===== config.mk =====
export PLATFORM = sky130hd
export DESIGN_NAME = srx_word_rx
export DESIGN_NICKNAME = d
export VERILOG_FILES = /design/src/rtl/srx_pkg.sv /design/src/rtl/srx_shift.sv /design/src/rtl/srx_format.sv /design/src/rtl/srx_fifo.sv /design/src/rtl/srx_word_rx.sv
export SDC_FILE = /design/constraint.sdc
export NUM_CORES = 1
export LEC_CHECK = 0
export CELL_PAD_IN_SITES_DETAIL_PLACEMENT = 0
export CELL_PAD_IN_SITES_GLOBAL_PLACEMENT = 1
export CORE_MARGIN = 3
export CORE_UTILIZATION = 52
export CTS_CLUSTER_DIAMETER = 30
export DETAILED_ROUTE_END_ITERATION = 10
export GPL_ROUTABILITY_DRIVEN = 0
export GPL_TIMING_DRIVEN = 1
export PLACE_DENSITY = 0.79
export SYNTH_ARGS = -nofsm -noshare
export SYNTH_HDL_FRONTEND = slang
export SYNTH_SLANG_ARGS = --single-unit

===== constraint.sdc =====
create_clock -name clk_i -period 9.4 [get_ports clk_i]
set_input_delay 1.88 -clock clk_i [delete_from_list [all_inputs] [get_ports clk_i]]
set_output_delay 1.88 -clock clk_i [all_outputs]
set_load 0.02 [all_outputs]

===== src/rtl/srx_pkg.sv =====
package srx_pkg;
  localparam int WORD_W = 32;
  localparam int RAW_W  = 24;

  typedef struct packed {
    logic [2:0] wl_code;
    logic       lsb_first;
    logic       lsb_align;
    logic       sext;
    logic       fifo_en;
  } srx_cfg_t;

  function automatic logic [4:0] wl_bits(input logic [2:0] code);
    case (code)
      3'd0:    return 5'd8;
      3'd1:    return 5'd10;
      3'd2:    return 5'd12;
      3'd3:    return 5'd16;
      3'd4:    return 5'd18;
      3'd5:    return 5'd20;
      3'd6:    return 5'd22;
      default: return 5'd24;
    endcase
  endfunction
endpackage


===== src/rtl/srx_shift.sv =====
module srx_shift
  import srx_pkg::*;
(
  input  logic             clk_i,
  input  logic             rst_ni,
  input  logic             srst_i,
  input  logic             ws_i,
  input  logic             sd_i,
  input  srx_cfg_t         cfg_i,
  output srx_cfg_t         cfg_o,
  output logic             done_o,
  output logic [RAW_W-1:0] raw_o
);
  logic             busy_q;
  logic [4:0]       bcnt_q;
  logic [RAW_W-1:0] sh_q, sh_base, sh_nxt;
  srx_cfg_t         cfg_q, cfg_use;

  always_comb begin
    cfg_use = ws_i ? cfg_i : cfg_q;
    sh_base = ws_i ? '0 : sh_q;
    sh_nxt  = cfg_use.lsb_first ? {sd_i, sh_base[RAW_W-1:1]} : {sh_base[RAW_W-2:0], sd_i};
    done_o  = busy_q && !ws_i && !srst_i && (bcnt_q == wl_bits(cfg_q.wl_code) - 5'd1);
  end

  assign raw_o = sh_nxt;
  assign cfg_o = cfg_q;

  always_ff @(posedge clk_i or negedge rst_ni) begin
    if (!rst_ni) begin
      busy_q <= 1'b0;
      bcnt_q <= '0;
      sh_q   <= '0;
      cfg_q  <= '0;
    end else if (srst_i) begin
      // configuration survives a soft reset
      busy_q <= 1'b0;
      bcnt_q <= '0;
    end else if (ws_i) begin
      cfg_q  <= cfg_i;
      busy_q <= 1'b1;
      bcnt_q <= 5'd1;
      sh_q   <= sh_nxt;
    end else if (busy_q) begin
      sh_q   <= sh_nxt;
      bcnt_q <= bcnt_q + 5'd1;
      if (done_o) busy_q <= 1'b0;
    end
  end
endmodule


===== src/rtl/srx_format.sv =====
module srx_format
  import srx_pkg::*;
(
  input  srx_cfg_t          cfg_i,
  input  logic [RAW_W-1:0]  raw_i,
  output logic [WORD_W-1:0] word_o
);
  logic [4:0]        wl;
  logic [5:0]        top_sh;
  logic [RAW_W-1:0]  raw_al;
  logic [WORD_W-1:0] val, mask;
  logic              msb;

  always_comb begin
    wl     = wl_bits(cfg_i.wl_code);
    raw_al = cfg_i.lsb_first ? (raw_i >> (5'd24 - wl)) : raw_i;
    val    = {{(WORD_W-RAW_W){1'b0}}, raw_al};
    mask   = (32'd1 << wl) - 32'd1;
    msb    = |((val >> (wl - 5'd1)) & 32'd1);
    top_sh = (wl >= 5'd16) ? (6'd32 - {1'b0, wl}) : (6'd16 - {1'b0, wl});
    if (cfg_i.lsb_align)
      word_o = (cfg_i.sext && msb) ? (val | ~mask) : val;
    else
      word_o = val << top_sh;
  end
endmodule


===== src/rtl/srx_fifo.sv =====
module srx_fifo #(
  parameter int DW    = 32,
  parameter int DEPTH = 8,
  localparam int AW   = (DEPTH > 1) ? $clog2(DEPTH) : 1,
  localparam int CW   = $clog2(DEPTH + 1)
) (
  input  logic          clk_i,
  input  logic          rst_ni,
  input  logic          srst_i,
  input  logic          cap_one_i,
  input  logic          push_i,
  input  logic [DW-1:0] data_i,
  input  logic          pop_i,
  output logic [DW-1:0] rdata_o,
  output logic [CW-1:0] cnt_o,
  output logic          drop_o
);
  logic [DW-1:0] mem_q [DEPTH];
  logic [AW-1:0] wptr_q, rptr_q;
  logic [CW-1:0] cnt_q, cap;
  logic          pop_ok, push_ok;

  always_comb begin
    cap     = cap_one_i ? CW'(1) : CW'(DEPTH);
    pop_ok  = pop_i && (cnt_q != '0);
    push_ok = push_i && ((cnt_q < cap) || pop_ok);
    drop_o  = push_i && !push_ok;
  end

  function automatic logic [AW-1:0] inc(input logic [AW-1:0] p);
    return (p == AW'(DEPTH - 1)) ? '0 : p + AW'(1);
  endfunction

  always_ff @(posedge clk_i or negedge rst_ni) begin
    if (!rst_ni) begin
      wptr_q <= '0;
      rptr_q <= '0;
      cnt_q  <= '0;
    end else if (srst_i) begin
      wptr_q <= '0;
      rptr_q <= '0;
      cnt_q  <= '0;
    end else begin
      if (push_ok) wptr_q <= inc(wptr_q);
      if (pop_ok)  rptr_q <= inc(rptr_q);
      cnt_q <= cnt_q + CW'(push_ok) - CW'(pop_ok);
    end
  end

  always_ff @(posedge clk_i) begin
    if (push_ok && !srst_i) mem_q[wptr_q] <= data_i;
  end

  assign rdata_o = mem_q[rptr_q];
  assign cnt_o   = cnt_q;
endmodule


===== src/rtl/srx_word_rx.sv =====
module srx_word_rx
  import srx_pkg::*;
#(
  parameter int DEPTH = 8,
  localparam int CW   = $clog2(DEPTH + 1)
) (
  input  logic        clk_i,
  input  logic        rst_ni,
  input  logic        srst_i,
  input  logic        ws_i,
  input  logic        sd_i,
  input  logic [2:0]  wl_code_i,
  input  logic        lsb_first_i,
  input  logic        lsb_align_i,
  input  logic        sext_i,
  input  logic        fifo_en_i,
  input  logic        rd_i,
  input  logic        clr_ovr_i,
  output logic [31:0] rdata_o,
  output logic        rdy_o,
  output logic        ovr_o
);
  srx_cfg_t          cfg_in, cfg_q;
  logic              done;
  logic [RAW_W-1:0]  raw;
  logic [WORD_W-1:0] word;
  logic [CW-1:0]     fifo_cnt;
  logic              drop, ovr_q;

  assign cfg_in = '{wl_code: wl_code_i, lsb_first: lsb_first_i, lsb_align: lsb_align_i,
                    sext: sext_i, fifo_en: fifo_en_i};

  srx_shift i_shift (
    .clk_i, .rst_ni, .srst_i, .ws_i, .sd_i,
    .cfg_i (cfg_in),
    .cfg_o (cfg_q),
    .done_o(done),
    .raw_o (raw)
  );

  srx_format i_format (
    .cfg_i (cfg_q),
    .raw_i (raw),
    .word_o(word)
  );

  srx_fifo #(.DW(WORD_W), .DEPTH(DEPTH)) i_fifo (
    .clk_i, .rst_ni, .srst_i,
    .cap_one_i(!cfg_q.fifo_en),
    .push_i   (done),
    .data_i   (word),
    .pop_i    (rd_i),
    .rdata_o  (rdata_o),
    .cnt_o    (fifo_cnt),
    .drop_o   (drop)
  );

  always_ff @(posedge clk_i or negedge rst_ni) begin
    if (!rst_ni)        ovr_q <= 1'b0;
    else if (srst_i)    ovr_q <= 1'b0;
    else if (drop)      ovr_q <= 1'b1;
    else if (clr_ovr_i) ovr_q <= 1'b0;
  end

  assign ovr_o = ovr_q;
  assign rdy_o = cfg_q.fifo_en ? (fifo_cnt == CW'(DEPTH)) : (fifo_cnt != '0);
endmodule


Word-level counts from Yosys, hierarchy flattened:

Memories as Yosys holds them, arrays and structs flattened.
Index checks and enable logic that the tools add are counted.

* reductions and logical operators: 21
* shift operators: 4
* bitwise logic cells: 3
* multiplexer cells: 31
* add/sub/neg operators: 10
* eq/ne operators: 10
* order comparisons: 2

Operators by type and width (number)
* 2-to-1 mux 24 bit: 5
* 2-to-1 mux 32 bit: 2
* case mux 5 bit (7 select lines): 1
* NOT 32 bit: 1
* OR 24 x 32 -> 32 bit: 1
* << shifter 1 x 5 -> 32 bit, first input constant: 1
* << shifter 24 x 6 -> 32 bit: 1
* subtractor 32 x 1 -> 32 bit, second input constant: 1
* right shift 24 x 5 -> 1 bit: 1
* right shift 24 x 5 -> 24 bit: 1
* 2-to-1 mux 3 bit: 6
* equality test 3 bit, second input constant: 5
* 2-to-1 mux 5 bit: 3
* 2-to-1 mux 4 bit: 3
* 2-to-1 mux 1 bit: 10
* logical AND 1 bit: 8
* adder 3 x 1 -> 3 bit, second input constant: 2
* equality test 3 x 2 -> 1 bit, second input constant: 2
* 2-to-1 mux 6 bit: 1
* nonzero test 2 bit: 3
* nonzero test 3 bit: 2
* subtractor 5 x 5 -> 6 bit, first input constant: 1
* subtractor 6 x 5 -> 6 bit, first input constant: 1
* adder 5 x 1 -> 5 bit, second input constant: 1
* 15 further kinds: 18

* output and inout bits: 34
* bits of input ports: 14
* logic and storage cells: 94
* memories kept: 1
* bits in writable memories: 256
* bits in registers: 48

Memories
* i_fifo.mem_q: depth 8, width 32, rd ports 1, clocked after Yosys merged registers in 0, write ports 1, RTL line srx_fifo.sv:18 `logic [DW-1:0] mem_q [DEPTH];`

Depth between registers and ports, before layout:

Gate-level depths: netlist of the first run.

* depth in word-level cells: 10
* depth in mapped cells: 25
* mapped depth without buffers: 17

By module:

From an unflattened synthesis of the first run, not the netlist that was laid out.

* cells, all modules: 1238
* area total of the unflattened synthesis: 16316.9 µm²

By module, submodules not included
* srx_fifo: cells each 447, area each 10326.2 µm², times used 1, sequential area each 7937.6 µm²
* srx_format: cells each 558, area each 3911.3 µm², times used 1, sequential area each 0.0 µm²
* srx_shift: cells each 226, area each 2014.4 µm², times used 1, sequential area each 925.9 µm²
* srx_word_rx: cells each 7, area each 65.1 µm², times used 1, sequential area each 25.0 µm²

Worst setup path before layout of the first run:

No wires, ideal clock.

* kind: register -> register
* start point: register i_shift.cfg_o[6] (netlist name)
* end point: memory i_fifo.mem_q[4][0], enable pin
* data arrival time: 6991 ps
* cell stages (with the launch flop): 23
* path buffers: 11
* setup time: 468 ps
* path slack: 1941 ps
* period minus slack after synthesis: 7459 ps
* path through: dfrtp_1 -> buf_6 -> buf_2 -> xnor2_1 -> inv_1 -> ha_1 -> buf_2 -> nor4b_4 -> nor2_4 -> buf_2 -> buf_2 -> clkbuf_1 -> clkbuf_1 -> ha_1 -> buf_2 -> buf_1 -> buf_2 -> xnor2_1 -> nor4_1 -> nor2b_1 -> clkbuf_1 -> nand2b_1 -> nor3b_1

* cells in the longest elaborated chain, start to end: 9
* elaborated cells on any way between the ends: 15

Ends and longest elaborated chain
* equality test 3 bit (tied with other cells): RTL line srx_pkg.sv:14 `case (code)`
* case mux 5 bit (7 select lines) *: RTL line srx_pkg.sv:14
* subtractor 5 x 1 -> 5 bit *: RTL line srx_shift.sv:23 `done_o = busy_q && !ws_i && !srst_i && (bcnt_q == wl_bits(cfg_q.wl_code) - 5'd1);`
* equality test 5 bit *: RTL line srx_shift.sv:23
* logical AND 1 bit *: RTL line srx_shift.sv:23
* logical AND 1 bit *: RTL line srx_fifo.sv:26 `push_ok = push_i && ((cnt_q < cap) || pop_ok);`
* logical AND 1 bit *: RTL line srx_fifo.sv:51 `if (push_ok && !srst_i) mem_q[wptr_q] <= data_i;`
* 2-to-1 mux 1 bit *: RTL line srx_fifo.sv:51
* 2-to-1 mux 1 bit (implied by the code) *: RTL line srx_fifo.sv:51
* to (decl): RTL line srx_fifo.sv:18

Mark *: on every way between the ends. The rest lies on a longest branch, timed or not.

Final worst setup path of the first run:

* start point: register i_shift.cfg_o[5] (netlist name)
* end point: memory i_fifo.mem_q[3][13], data pin

* cells in the longest elaborated chain, start to end: 9
* elaborated cells on any way between the ends: 25

Ends and longest elaborated chain
* equality test 3 bit (tied with other cells): RTL line srx_pkg.sv:14
* case mux 5 bit (7 select lines) *: RTL line srx_pkg.sv:14
* subtractor 5 bit: RTL line srx_format.sv:16 `raw_al = cfg_i.lsb_first ? (raw_i >> (5'd24 - wl)) : raw_i;`
* right shift 24 x 5 -> 24 bit: RTL line srx_format.sv:16
* 2-to-1 mux 24 bit: RTL line srx_format.sv:16
* right shift 24 x 5 -> 1 bit: RTL line srx_format.sv:19 `msb = |((val >> (wl - 5'd1)) & 32'd1);`
* logical AND 1 bit: RTL line srx_format.sv:22 `word_o = (cfg_i.sext && msb) ? (val | ~mask) : val;`
* 2-to-1 mux 32 bit: RTL line srx_format.sv:22
* 2-to-1 mux 32 bit *: RTL line srx_format.sv:21 `if (cfg_i.lsb_align)`
* net i_fifo.data_i[13]: RTL line srx_fifo.sv:12 `input logic [DW-1:0] data_i,`

Mark *: on every way through the listed nets, which the timed path passes. The rest lies on a longest branch.

==> impl_metrics.toml, run 1 <==
[timing]
setup_viol = 0
fin_worst_skew_ns = 0.02100
rsz0062_at_grt = "no"
drv_slew = 0
slew_headroom = 0.3235
hold_viol = 0
period_share = 0.7606
holdWs_ns = 0.4775
setup_ws_ns = 2.250
fmax_mhz = 139.9
tns_ns = 0
fin_crit_ns = 7.150
worstMarginPinSlew_ns = 1.013

[clocking]
cts_buffers = 59
cts_setup_buffers = 0
clk_pin_slew_ns = 0.05
cts_resized = 0
clk_latency_ns = 0.57
h-tree-depth = 2
cts_buffer_depth = 3
clock_tree.root_cell = "clkbuf_16"
cts_num_sinks = 304
holdBufCountCts = 0
cts_tree = "yes"

[route]
drc_errors = 0
drt_pass1_iterations = 8
drt_wl_total_mm = 44.79
post_drt_wl_per_cell_um = 26.27
via_count = 11260
ant_nets = 0
viasPerCell = 6.606
drtIter0Drc = 1683

[place]
post-place-ws_ns = 2.449
dpl.hpwl_mm = 27.95
portBuffers = 47

[global_route]
overflow = 0
grt_pass1_wl_mm = 68.64
grt_pass1_vias = 11150
track_usage = 0.2690
grt_start_max_net_pins = 65
antenna_found_initial = 0

[yosys]
yosysTopAreaCell = "edfxtp_1"
synthCells = 1215
synth_ff_type = "edfxtp_1"
synth_area_um2 = 16080
ys_seq_elements = 304
synth-edff-count = 256
synth_top_cell_area_share = 0.4781
yosys_warnings = 0
synthArstFlopShare = 0.1579
seq_area_frac_synth = 0.5528
synth.net_count = 1255
synth.distinct_cells = 85
synthTopCellsByArea = "edfxtp_1 48%, mux4_2 9.9%, dfrtp_1 7.5%, mux2_2 4.2%, nand2_1 2.4%"
syn_area_per_cell_um2 = 13.23

[min_path]
min_from = "i_shift.sh_q[0]"
worstHoldPathType = "reg2reg"
min_to = "i_shift.sh_q[0]"
min_path_cells = 2

[pwr]
vdd_drop_max_mv = 0.1483
powerDensity_nw_per_um2 = 288.2
p_leak_nw = 6.554
total_power_mw = 5.451

[die]
fp.dieW_um = 181.8
dieArea_um2 = 33070
fp.dieH_um = 181.8
initial_utilization = 0.5353
num_io_pins = 48
rows = 63
design.core.area_um2 = 30030

[worst_setup_path]
worst_r2r_path_depth = 19
critPathMaxFanout = 46
r2r-end = "i_fifo.mem_q[3][13]"
startpoint_type = "flip-flop"
r2r_slack_ns = 2.25
cp.arrival_ns = 7.41
end_kind = "flip-flop"
path_class = "reg2reg"
reg2reg_from = "i_shift.cfg_o[5]"
required_ns = 9.66

[flow_run]
maxCapViolCount = 0

[cells_and_area]
nNetsFinal = 1305
n_antenna_cell = 0
drive_gt1_frac = 0.2319
area_growth_pct = 17.65
utilization = 0.6298
fillers = 2265

[outcome]
status = "finished clean"
## metrics by stage
step	cell area [um^2]	instances
floorplan	16080	1215
global placement	16900	1594
detailed placement	16900	1594
CTS	18920	1705
global route	18920	1705
finish	18920	1705
## where the power goes
group	internal (mW)	total, mW	switching, mW
clock	1.35	2.06	0.711
sequential	1.62	1.66	0.0383
combinational	0.624	1.73	1.10
## per-layer routing
metal | global-route usage | vias to the layer above | wire, um
met5 | 0 | - | 0
met4 | 0.08349 | 0 | 1382
met3 | 0.04928 | 108 | 3603
met2 | 0.4225 | 594 | 20880
met1 | 0.3858 | 5610 | 18920
li1 | - | 4952 | -
## placed cells by master, fill, tap and decap left out, drive strengths merged, types with 13 or more instances in the layout
master           n
nand3           33
edfxtp         256
dfrtp           48
clkinv          23
nor3            23
o221ai          13
a21oi           39
ha              25
o21ai           45
nor2            76
mux2i           32
mux2            60
inv             30
clkdlybuf4s50   45
a211oi          13
nand2          102
clkbuf          66
xnor2           18
buf             29
mux4            71
o211ai          23
## cell type report
type,count,area [um^2],share of cell area
Clock buffer,66,1534,0.08110
Timing Repair Buffer,74,663.1,0.03506
Sequential cell,304,8895,0.4702
Multi-Input combinational cell,802,6764,0.3576
Inverter,24,90.09,0.004763
Tap cell,390,488.0,0.02580
Clock inverter,45,481.7,0.02547
## cells by family after synthesis
logic type      Yosys count  synth area share
fa+ha+maj                26           0.02070
mux                     163            0.1614
simple gates            310           0.09253
buf+inv                 109           0.02965
compound gates          278            0.1293
xor+xnor                 25           0.01362
flops                   304            0.5528
## cell usage after synthesis (23+ instances only)
cell type,count
nand2_1,101
nand3_1,33
nor2_1,75
inv_1,23
a21oi_1,38
edfxtp_1,256
mux2i_1,32
o21ai_0,41
mux2_2,60
clkbuf_1,46
ha_1,25
mux4_2,71
dfrtp_1,48
nor3_1,23
## how the worst max path moves through the flow
stage	from	to	slack, ns	depth (start not counted)
CTS	i_shift.cfg_o[5]	i_fifo.mem_q[0][13]	2.45	19
global route	i_shift.cfg_o[5]	i_fifo.mem_q[4][13]	1.81	19
floorplan	i_shift.cfg_o[6]	i_fifo.mem_q[4][0]	1.94	22
finish	i_shift.cfg_o[5]	i_fifo.mem_q[3][13]	2.25	19
detailed placement	i_shift.cfg_o[5]	i_fifo.mem_q[2][13]	2.45	19
global placement	i_shift.cfg_o[5]	i_fifo.mem_q[4][27]	2.68	19
## flip-flops by register name, indices dropped and copies added, names as in the netlist
name and count:
i_shift.cfg_o 7, ovr_o 1, i_fifo.mem_q 256, i_fifo.rptr_q 3
i_shift.busy_q 1, i_fifo.wptr_q 3, i_fifo.cnt_o 4, i_shift.bcnt_q 5
i_shift.sh_q 24
## worst max-delay path, stage by stage (launching register included)
cell and delay (ns):
dfrtp_1 0.62, nand2_1 0.19, xnor2_1 0.31, inv_1 0.13, ha_1 0.34, nor3b_2 0.72, nor2_4 0.01, buf_4 0.32
ha_2 0.28, ha_1 0.85, inv_1 0.13, buf_4 0.27, o32ai_1 0.30, o22ai_1 0.10, a31oi_1 0.27, a2111o_1 0.21
a311oi_2 0.12, o31ai_2 0.39, nand2_2 0.44, o31ai_1 0.81
No activity file was read; power rests on OpenSTA's default activity.
==> inputs of run 2 (changes only) <==
- CORE_UTILIZATION: 52 -> 47
- PLACE_DENSITY: 0.79 -> 0.76
- clock period: 9.4 -> 6.5 ns (I/O delays scaled with it)
==> run 2 against run 1 <==
Final area is 1.5% higher. Non-clock buffer count is 18 higher. Highest routed layer unchanged. Core utilization is 5.9 points lower. Critical endpoint is now i_fifo.mem_q[4][10].
==> impl_metrics.toml, run 2 (synthesized netlist as in run 1, its figures left out) <==
[cells_and_area]
area_growth_pct = 19.37
n_antenna_cell = 0
stdcell_area_um2 = 19190
ff_latch_area_um2 = 8894
fillers = 2670
layout_commonest_cell = "edfxtp_1"
drive_gt1_frac = 0.2415
multi_input_area_um2 = 6794
regMostFlops = "i_fifo.mem_q"
largest_register_ff_count = 256
nNetsFinal = 1321
layout_common_cells = "256 x edfxtp_1, 101 x nand2_1, 73 x nor2_1"

[route]
viasPerCell = 6.348
drc_errors = 0
drt_wl_total_mm = 45.53
drtIter0Drc = 1413
met2WireLength_mm = 21.28
ant_nets = 0
drt_pass1_iterations = 6
top_layer = "met4"
via_count = 11280
wl_met1_mm = 19.05
wl_met3_mm = 3.491
post_drt_wl_per_cell_um = 25.62

[timing]
hold_viol = 0
setup_viol = 0
fin_crit_ns = 6.039
period_share = 0.9291
worstMarginPinSlew_ns = 0.7956
rsz0062_at_grt = "yes"
fin_worst_skew_ns = 0.02003
fmax_mhz = 165.6
slew_headroom = 0.4545
drv_slew = 0

[die]
design.core.area_um2 = 33620
num_io_pins = 48
dieArea_um2 = 36460
rows = 67
initial_utilization = 0.4783
fp.dieH_um = 191.0
fp.dieW_um = 191.0

[worst_setup_path]
startpoint_type = "flip-flop"
end_kind = "flip-flop"
path_class = "reg2reg"
critPathMaxFanout = 26
cp.arrival_ns = 6.33
required_ns = 6.79

[global_route]
grt_pass1_vias = 11220
overflow = 0
grt_start_max_net_pins = 49
track_usage = 0.2522
antenna_found_initial = 0
grt_pass1_wl_mm = 69.65

[pwr]
powerDensity_nw_per_um2 = 420.8
total_power_mw = 8.075
p_leak_nw = 6.664
vdd_drop_max_mv = 0.2386

[clocking]
h-tree-depth = 2
clk_latency_ns = 0.59
cts_buffers = 57
clk_pin_slew_ns = 0.05
cts_num_sinks = 304
holdBufCountCts = 0
clock_tree.root_cell = "clkbuf_16"
cts_buffer_depth = 3
cts_tree = "yes"

[min_path]
worstHoldPathType = "reg2reg"

[place]
dpl.hpwl_mm = 29.56
portBuffers = 47
placed_cell_area_um2 = 17110

[outcome]
status = "finished clean"

[flow_run]
maxCapViolCount = 0
run 2: cell count changes in the layout (fill, tap and decap cells not counted), sizes merged:
| cell | previous run | this run |
|---|---|---|
| buf | 29 | 47 |
| clkinv | 23 | 15 |
| bufinv | 6 | 11 |
| inv | 30 | 27 |
| clkbuf | 66 | 68 |
run 2: final cells by class:
| class | count | share of cell area |
|---|---|---|
| Clock buffer | 68 | 0.07914 |
| Clock inverter | 39 | 0.02797 |
| Inverter | 24 | 0.004694 |
| Multi-Input combinational cell | 802 | 0.3540 |
| Sequential cell | 304 | 0.4634 |
| Tap cell | 448 | 0.02921 |
| Timing Repair Buffer | 92 | 0.04159 |
run 2: where the power goes:
group,leakage (nW),switching (mW),total (mW),internal (mW)
sequential,3.01,0.0847,2.43,2.35
combinational,2.69,1.61,2.56,0.942
clock,0.970,0.982,3.08,2.10
run 2: per-layer routing:
metal	up-vias	track usage
li1	4996	-
met1	5571	0.3522
met2	606	0.3882
met3	107	0.05061
met4	0	0.1067
met5	-	0
run 2: worst max-delay path, cell delays in order (launching register included):
cell,delay (ns)
dfrtp_1,0.32
buf_4,0.20
nand2_1,0.12
xnor2_1,0.26
inv_1,0.13
ha_1,0.34
nor4b_4,0.25
buf_4,0.23
nor2_4,0.06
ha_2,0.19
ha_1,0.31
buf_4,0.21
or3b_2,0.50
o2bb2ai_1,0.17
o22ai_1,0.09
a31oi_1,0.32
a2111o_1,0.21
a311oi_2,0.11
o31ai_2,0.40
nand2_2,0.55
o221ai_1,0.76
run 2: repair_timing:
action | in CTS | in global routing
resized for setup | 0 | 4
setup endpoints to repair | 0 | 28
buffers inserted | 0 | 0
run 2: worst paths after layout:
path                                  startpoint             endpoint  slack [ns]  cells past startpoint
worst max register to register  i_shift.cfg_o[5]  i_fifo.mem_q[4][10]        0.46                     20
worst min-delay path             i_shift.sh_q[0]      i_shift.sh_q[0]        0.50                      2
min in group asynchronous                 rst_ni      i_fifo.cnt_o[0]        0.84                      2
max in group asynchronous                 rst_ni     i_fifo.rptr_q[0]        5.17                      2
worst min register to register   i_shift.sh_q[0]      i_shift.sh_q[0]        0.50                      2
worst max-delay path            i_shift.cfg_o[5]  i_fifo.mem_q[4][10]        0.46                     20
run 2: stage by stage:
| step | setup slack, ns | TNS, ns | hold WS [ns] | utilization | cells |
|---|---|---|---|---|---|
| after global routing | -0.01032 | -0.1035 | 0.5169 | 0.5709 | 1777 |
| after detailed placement | 0.4640 | 0 | 0.4788 | 0.5091 | 1670 |
| after CTS | 0.4387 | 0 | 0.5060 | 0.5702 | 1777 |
| final | 0.4607 | 0 | 0.5034 | 0.5709 | 1777 |
| after floorplan | -0.9592 | -138.51 | 0.4460 | - | 1215 |
| after global placement | 0.6581 | 0 | 0.4652 | 0.5091 | 1670 |
